--- src/rtl/sdram_wr_pkg.sv ---
package sdram_wr_pkg;
  typedef enum logic [1:0] {
    CMD_WRITE = 2'd0,
    CMD_READ  = 2'd1,
    CMD_PRE   = 2'd2,
    CMD_BTERM = 2'd3
  } cmd_e;

  localparam int unsigned AP_BIT = 10;
  localparam int unsigned BL_W   = 3;
endpackage

--- src/rtl/sdram_wr_cmd_dec.sv ---
module sdram_wr_cmd_dec
  import sdram_wr_pkg::*;
#(
  parameter int unsigned ADDR_W = 13,
  parameter int unsigned BANK_W = 2,
  parameter int unsigned COL_W  = 10
) (
  input  logic              cmd_valid_i,
  input  logic [1:0]        cmd_i,
  input  logic [ADDR_W-1:0] addr_i,
  input  logic [BANK_W-1:0] ba_i,
  input  logic              act_i,
  input  logic [BANK_W-1:0] act_bank_i,
  output logic              start_o,
  output logic              stop_o,
  output logic [COL_W-1:0]  col_o,
  output logic              ap_o
);
  cmd_e cmd;
  assign cmd     = cmd_e'(cmd_i);
  assign start_o = cmd_valid_i && (cmd == CMD_WRITE);
  // a write also ends the old burst, but start has priority in the sequencer
  always_comb begin
    stop_o = 1'b0;
    if (cmd_valid_i && act_i) begin
      unique case (cmd)
        CMD_READ, CMD_BTERM: stop_o = 1'b1;
        CMD_PRE:             stop_o = (ba_i == act_bank_i);
        default:             stop_o = 1'b0;
      endcase
    end
  end
  assign col_o = addr_i[COL_W-1:0];
  assign ap_o  = addr_i[AP_BIT];
endmodule

--- src/rtl/sdram_wr_col_gen.sv ---
module sdram_wr_col_gen
  import sdram_wr_pkg::*;
#(
  parameter int unsigned BANK_W = 2,
  parameter int unsigned COL_W  = 10
) (
  input  logic              clk_i,
  input  logic              rst_ni,
  input  logic              start_i,
  input  logic              stop_i,
  input  logic [COL_W-1:0]  col_i,
  input  logic [BANK_W-1:0] bank_i,
  input  logic              ap_i,
  input  logic [BL_W-1:0]   bl_i,
  output logic              act_o,
  output logic [BANK_W-1:0] bank_o,
  output logic [COL_W-1:0]  col_o,
  output logic              last_o,
  output logic              ap_o,
  output logic              single_o
);
  logic [COL_W-1:0] base_q, cnt_q, mask_q;
  logic             full_q;
  logic [COL_W-1:0] mask_d, sum;

  always_comb begin
    if (bl_i[2]) mask_d = '1;
    else         mask_d = COL_W'((1 << bl_i[1:0]) - 1);
  end
  assign single_o = (bl_i == 3'd0);

  assign sum    = base_q + cnt_q;
  assign col_o  = (base_q & ~mask_q) | (sum & mask_q);
  assign last_o = !full_q && (cnt_q == mask_q);

  always_ff @(posedge clk_i or negedge rst_ni) begin
    if (!rst_ni) begin
      act_o  <= 1'b0;
      bank_o <= '0;
      base_q <= '0;
      cnt_q  <= '0;
      mask_q <= '0;
      full_q <= 1'b0;
      ap_o   <= 1'b0;
    end else if (start_i) begin
      act_o  <= !single_o;
      bank_o <= bank_i;
      base_q <= col_i;
      cnt_q  <= COL_W'(1);
      mask_q <= mask_d;
      full_q <= bl_i[2];
      ap_o   <= ap_i;
    end else if (act_o) begin
      if (stop_i || last_o) act_o <= 1'b0;
      else                  cnt_q <= cnt_q + COL_W'(1);
    end
  end
endmodule

--- src/rtl/sdram_wr_lane_mask.sv ---
module sdram_wr_lane_mask #(
  parameter int unsigned NB = 2
) (
  input  logic          go_i,
  input  logic [NB-1:0] dqm_i,
  output logic [NB-1:0] en_o
);
  for (genvar b = 0; b < NB; b++) begin : g_lane
    assign en_o[b] = go_i && !dqm_i[b];
  end
endmodule

--- src/rtl/sdram_wr_burst.sv ---
module sdram_wr_burst
  import sdram_wr_pkg::*;
#(
  parameter int unsigned ADDR_W = 13,
  parameter int unsigned BANK_W = 2,
  parameter int unsigned DATA_W = 16,
  parameter bit          X32    = 1'b0,
  localparam int unsigned NB    = DATA_W / 8,
  localparam int unsigned COL_W = X32 ? 9 : 10
) (
  input  logic              clk_i,
  input  logic              rst_ni,
  input  logic              cmd_valid_i,
  input  logic [1:0]        cmd_i,
  input  logic [ADDR_W-1:0] addr_i,
  input  logic [BANK_W-1:0] ba_i,
  input  logic [BL_W-1:0]   bl_i,
  input  logic [DATA_W-1:0] dq_i,
  input  logic [NB-1:0]     dqm_i,
  output logic [NB-1:0]     wr_en_o,
  output logic [BANK_W-1:0] wr_bank_o,
  output logic [COL_W-1:0]  wr_col_o,
  output logic [DATA_W-1:0] wr_data_o,
  output logic              done_o,
  output logic [BANK_W-1:0] done_bank_o,
  output logic              done_ap_o
);
  logic              start, stop, cmd_ap, act_q, last, ap_q, single, go;
  logic [COL_W-1:0]  cmd_col, seq_col;
  logic [BANK_W-1:0] bank_q;

  sdram_wr_cmd_dec #(.ADDR_W(ADDR_W), .BANK_W(BANK_W), .COL_W(COL_W)) u_dec (
    .cmd_valid_i(cmd_valid_i), .cmd_i(cmd_i), .addr_i(addr_i), .ba_i(ba_i),
    .act_i(act_q), .act_bank_i(bank_q),
    .start_o(start), .stop_o(stop), .col_o(cmd_col), .ap_o(cmd_ap)
  );

  sdram_wr_col_gen #(.BANK_W(BANK_W), .COL_W(COL_W)) u_seq (
    .clk_i(clk_i), .rst_ni(rst_ni), .start_i(start), .stop_i(stop),
    .col_i(cmd_col), .bank_i(ba_i), .ap_i(cmd_ap), .bl_i(bl_i),
    .act_o(act_q), .bank_o(bank_q), .col_o(seq_col), .last_o(last),
    .ap_o(ap_q), .single_o(single)
  );

  // new write owns the cycle; otherwise the running burst unless stopped
  assign go = start || (act_q && !stop);

  sdram_wr_lane_mask #(.NB(NB)) u_mask (.go_i(go), .dqm_i(dqm_i), .en_o(wr_en_o));

  assign wr_bank_o   = start ? ba_i : bank_q;
  assign wr_col_o    = start ? cmd_col : seq_col;
  assign wr_data_o   = dq_i;
  assign done_o      = start ? single : (act_q && !stop && last);
  assign done_bank_o = wr_bank_o;
  assign done_ap_o   = start ? cmd_ap : ap_q;
endmodule

--- config.mk ---
export PLATFORM = sky130hd
export DESIGN_NAME = sdram_wr_burst
export DESIGN_NICKNAME = d
export VERILOG_FILES = /design/src/rtl/sdram_wr_pkg.sv /design/src/rtl/sdram_wr_cmd_dec.sv /design/src/rtl/sdram_wr_col_gen.sv /design/src/rtl/sdram_wr_lane_mask.sv /design/src/rtl/sdram_wr_burst.sv
export SDC_FILE = /design/constraint.sdc
export NUM_CORES = 1
export LEC_CHECK = 0
export ABC_CLOCK_PERIOD_IN_PS = 3850
export BUFFER_PORTS_ARGS = -buffer_cell sky130_fd_sc_hd__buf_2
export CAP_MARGIN = 10
export CORE_MARGIN = 2
export CORE_UTILIZATION = 52
export CTS_BUF_LIST = sky130_fd_sc_hd__clkbuf_2 sky130_fd_sc_hd__clkbuf_4 sky130_fd_sc_hd__clkbuf_8
export DETAILED_ROUTE_END_ITERATION = 8
export GPL_TIMING_DRIVEN = 0
export HOLD_SLACK_MARGIN = 0.03
export PLACE_DENSITY_LB_ADDON = 0.15
export RECOVER_POWER = 50
export SETUP_SLACK_MARGIN = 0.1
export SLEW_MARGIN = 20
export SYNTH_ARGS = -nofsm -noshare
export SYNTH_HDL_FRONTEND = slang
export SYNTH_SLANG_ARGS = --single-unit
--- constraint.sdc ---
create_clock -name clk_i -period 3.85 [get_ports clk_i]
set_input_delay 0.77 -clock clk_i [delete_from_list [all_inputs] [get_ports clk_i]]
set_output_delay 0.77 -clock clk_i [all_outputs]
set_load 0.03 [all_outputs]
==> metrics.cfg <==
[run_status]
run_status = finished with violations
violations = capacitance limit, slew limit

[timing]
endpoints_failing_setup = 0
max_freq_ghz = 0.2711
final_min_period_over_clock_period_pct = 95.82
finalSetupTns_ns = 0
setup_repair_after_global_routing_missed_its_margin = yes
final_critical_path_required_period_ns = 3.689
worst_hold_slack_ns = 0.4651
final-max-slew-violation-count = 32
tightest_slew_ns = 1.730
timing.slew.headroom_pct = -15.31
clock-skew-final_ns = 0.004238
hold_viol = 0

[logic_synthesis]
post_synthesis_net_count = 308
synth_adder_area_share_pct = 7.184
synthXorXnorAreaFrac_pct = 6.784
synth.ff_latch_count = 31
syn-mean-instance-area_sq_um = 8.606
postSynth.asyncResetShare_pct = 100.0
portion_of_synthesized_cell_area_occupied_by_the_leading_cell_type_pct = 35.35
synth-edff-count = 0
dominant_register_cell_in_the_synthesized_netlist = dfrtp_1
synth-seq-area-share_pct = 35.35
synthTopCellsByArea = dfrtp_1 35%, nand2_1 10%, ha_1 6.3%
synth.lib_cells_used.distinct = 42
combinational_family_with_the_most_area_after_synthesis = simple AND/OR/NAND/NOR gates
compound_gate_portion_of_the_synthesized_area_pct = 13.45
synth.yosys.warnings = 0
synth_area_sq_um = 2195
syn_inst = 255
synthMuxAreaShare_pct = 3.706
synth_simple_gate_area_share_pct = 24.46
yosysTopAreaCell = dfrtp_1

[clock_tree]
clock_sinks = 31
postCtsSetupBuffers = 0
clock_path_buffers = 2
cts_hold_repair.buffers = 0
clock_tree.htree_level_count = 2
clk_root_buffer_cell = clkbuf_8
clk_latency_ns = 0.28
cts_tree = yes
clkSlewWorstSetupHoldPaths_ns = 0.06
cts_made_buffers = 5

[finish]
final_layout_size_suffix_gt1_share_pct = 24.76
utilization_pct = 65.19
flow.area_growth_from_synthesis_pct = 19.67
nNetsFinal = 371
final.fill_count = 352
num_antenna_cells = 0

[setup_path]
setup.reg_to_reg.worst_slack_ns = 1.69
launching_element_type_of_the_critical_path = register
reg2regPathDepth = 6
worst_ep_required_time_ns = 3.08
cp_max_fo = 8
worstReg2RegEnd = u_seq.cnt_q[5]$_DFFE_PN0P_
timing.critical_path.to_type = output port
worst-setup-path-type = register to output port
worst_ep_arrival_time_ns = 2.92
crit-reg2reg-launch = u_seq.cnt_q[6]$_DFFE_PN0P_

[min_path]
min-delay-path-class = register to register
holdCritStartpoint = u_seq.ap_o$_DFF_PN0_
hold_depth = 2
hold-path-endpoint = u_seq.ap_o$_DFF_PN0_

[route]
detail_route.wirelength_microns = 4963
route.detailed.wl_per_inst_microns = 13.45
detailroute.via_count = 1944
detail-route-antenna-nets = 0
initialDrtViolationCount = 86
drc = 0
drt-vias-per-instance = 5.268
firstDrtPassIters = 4

[place]
gpl.final_weighted_congestion = 0.8057
port_buffer_count = 56
place_hpwl_microns = 3691

[grt]
remaining_global_route_overflow = 0
grt_pass1_wl_microns = 7810
antenna_violations_before_repair = 0
grt_pass1_vias = 1625
maximum_number_of_pins_on_one_net_before_global_route_repair = 32
track_usage_pct = 22.69

[pwr]
ir_worst_vdd_mv = 0.3029
power-per-cell-area_nw_per_um2 = 471.1
leakagePower_uw = 0.001360
fin_total_pwr_uw = 1237

[floorplanning]
die_h_microns = 68.97
num_io_pins = 75
die_area_sq_um = 4756
initial_utilization_pct = 54.47
horizontal_die_dimension_microns = 68.97
floorplan.core_area_sq_um = 4029
core.rowCount = 23

[job]
max_cap_viol_count = 1

layout make-up:
class                           instances  area [sq um]  share of cell area, %
Clock buffer                            8         103.9                  3.954
Inverter                                4         15.01                 0.5717
Tap cell                               50         62.56                  2.382
Timing Repair Buffer                   56         262.8                  10.00
Sequential cell                        31         778.2                  29.63
Multi-Input combinational cell        195          1220                  46.45
Buffer                                 25         183.9                  7.003
sequential cells by signal, indices dropped and copies added (netlist names):
name	flops
u_seq.ap_o	1
u_seq.base_q	10
u_seq.bank_o	2
u_seq.mask_q	7
u_seq.act_o	1
u_seq.cnt_q	10
metrics by stage:
step / std cells / cell area, sq um / setup WS, ns
2_1_floorplan: 255 / 2195 / 0.6413
3_3_place_gp: 361 / 2537 / 0.4780
3_5_place_dp: 361 / 2537 / 0.4548
4_1_cts: 369 / 2641 / 0.1334
5_1_grt: 369 / 2626 / 0.04549
6_report: 369 / 2626 / 0.1610
per-layer routing:
metal	up-vias	GRT usage, %	wire length, microns
li1	999	-	-
met1	886	33.40	2362
met4	0	6.127	46
met2	54	34.38	2287
met5	-	0	0
met3	5	3.896	267
cell usage after synthesis, drive strengths merged (4+ instances only):
| library cell | instances |
|---|---|
| nor2 | 16 |
| mux2i | 7 |
| or3 | 5 |
| nand3 | 9 |
| dfrtp | 31 |
| clkbuf | 4 |
| a31oi | 4 |
| nand2 | 60 |
| a21oi | 7 |
| xor2 | 12 |
| nand2b | 4 |
| inv | 4 |
| buf | 21 |
| xnor2 | 5 |
| nand4 | 9 |
| and3 | 4 |
| ha | 11 |
| o21ai | 16 |
worst max-delay path: stages (launching register included):
cell,delay [ns]
dfrtp_2,0.47
ha_1,0.26
fa_1,0.41
a21oi_1,0.24
o21ai_0,0.16
a211oi_1,0.27
nor2_1,0.10
a2111oi_0,0.34
and3b_1,0.21
buf_2,0.17
what timing repair did:
| item | in CTS | in global routing |
|---|---|---|
| gates resized for setup | 0 | 2 |
| endpoints found under the setup margin | 0 | 2 |
| hold endpoints to repair | 0 | 0 |
worst max-delay path by stage:
stage | from | to | slack, ns | cells past startpoint
after CTS | u_seq.cnt_q[0]$_DFFE_PN0P_ | wr_col_o[8] | 0.13 | 9
after detailed placement | u_seq.cnt_q[0]$_DFFE_PN0P_ | wr_col_o[8] | 0.45 | 9
after global routing | u_seq.cnt_q[0]$_DFFE_PN0P_ | wr_col_o[8] | 0.05 | 9
final | u_seq.cnt_q[0]$_DFFE_PN0P_ | wr_col_o[8] | 0.16 | 9
after global placement | u_seq.cnt_q[0]$_DFFE_PN0P_ | wr_col_o[8] | 0.48 | 9
after floorplan | u_seq.cnt_q[0]$_DFFE_PN0P_ | wr_col_o[6] | 0.64 | 8
cells by family after synthesis:
family	after synthesis
simple gates	116
compound gates	42
flops	31
buf+inv	29
xor+xnor	17
fa+ha+maj	12
mux	8
layout by cell type, fill, tap and decap left out, types with 9 or more instances in the layout:
cell type and n:
buf_2 42, buf_4 18, clkbuf_1 18, dfrtp_1 29, ha_1 11, nand2_1 60
nand3_1 9, nand4_1 9, nor2_1 16, o21ai_0 14, xor2_1 12
power breakdown:
| part | internal, uW | total (uW) | switching (uW) |
|---|---|---|---|
| Combinational | 197 | 500 | 303 |
| Clock | 170 | 288 | 118 |
| Sequential | 377 | 449 | 72.6 |
| Total | 744 | 1240 | 493 |
(Power assumes the default switching activity.)
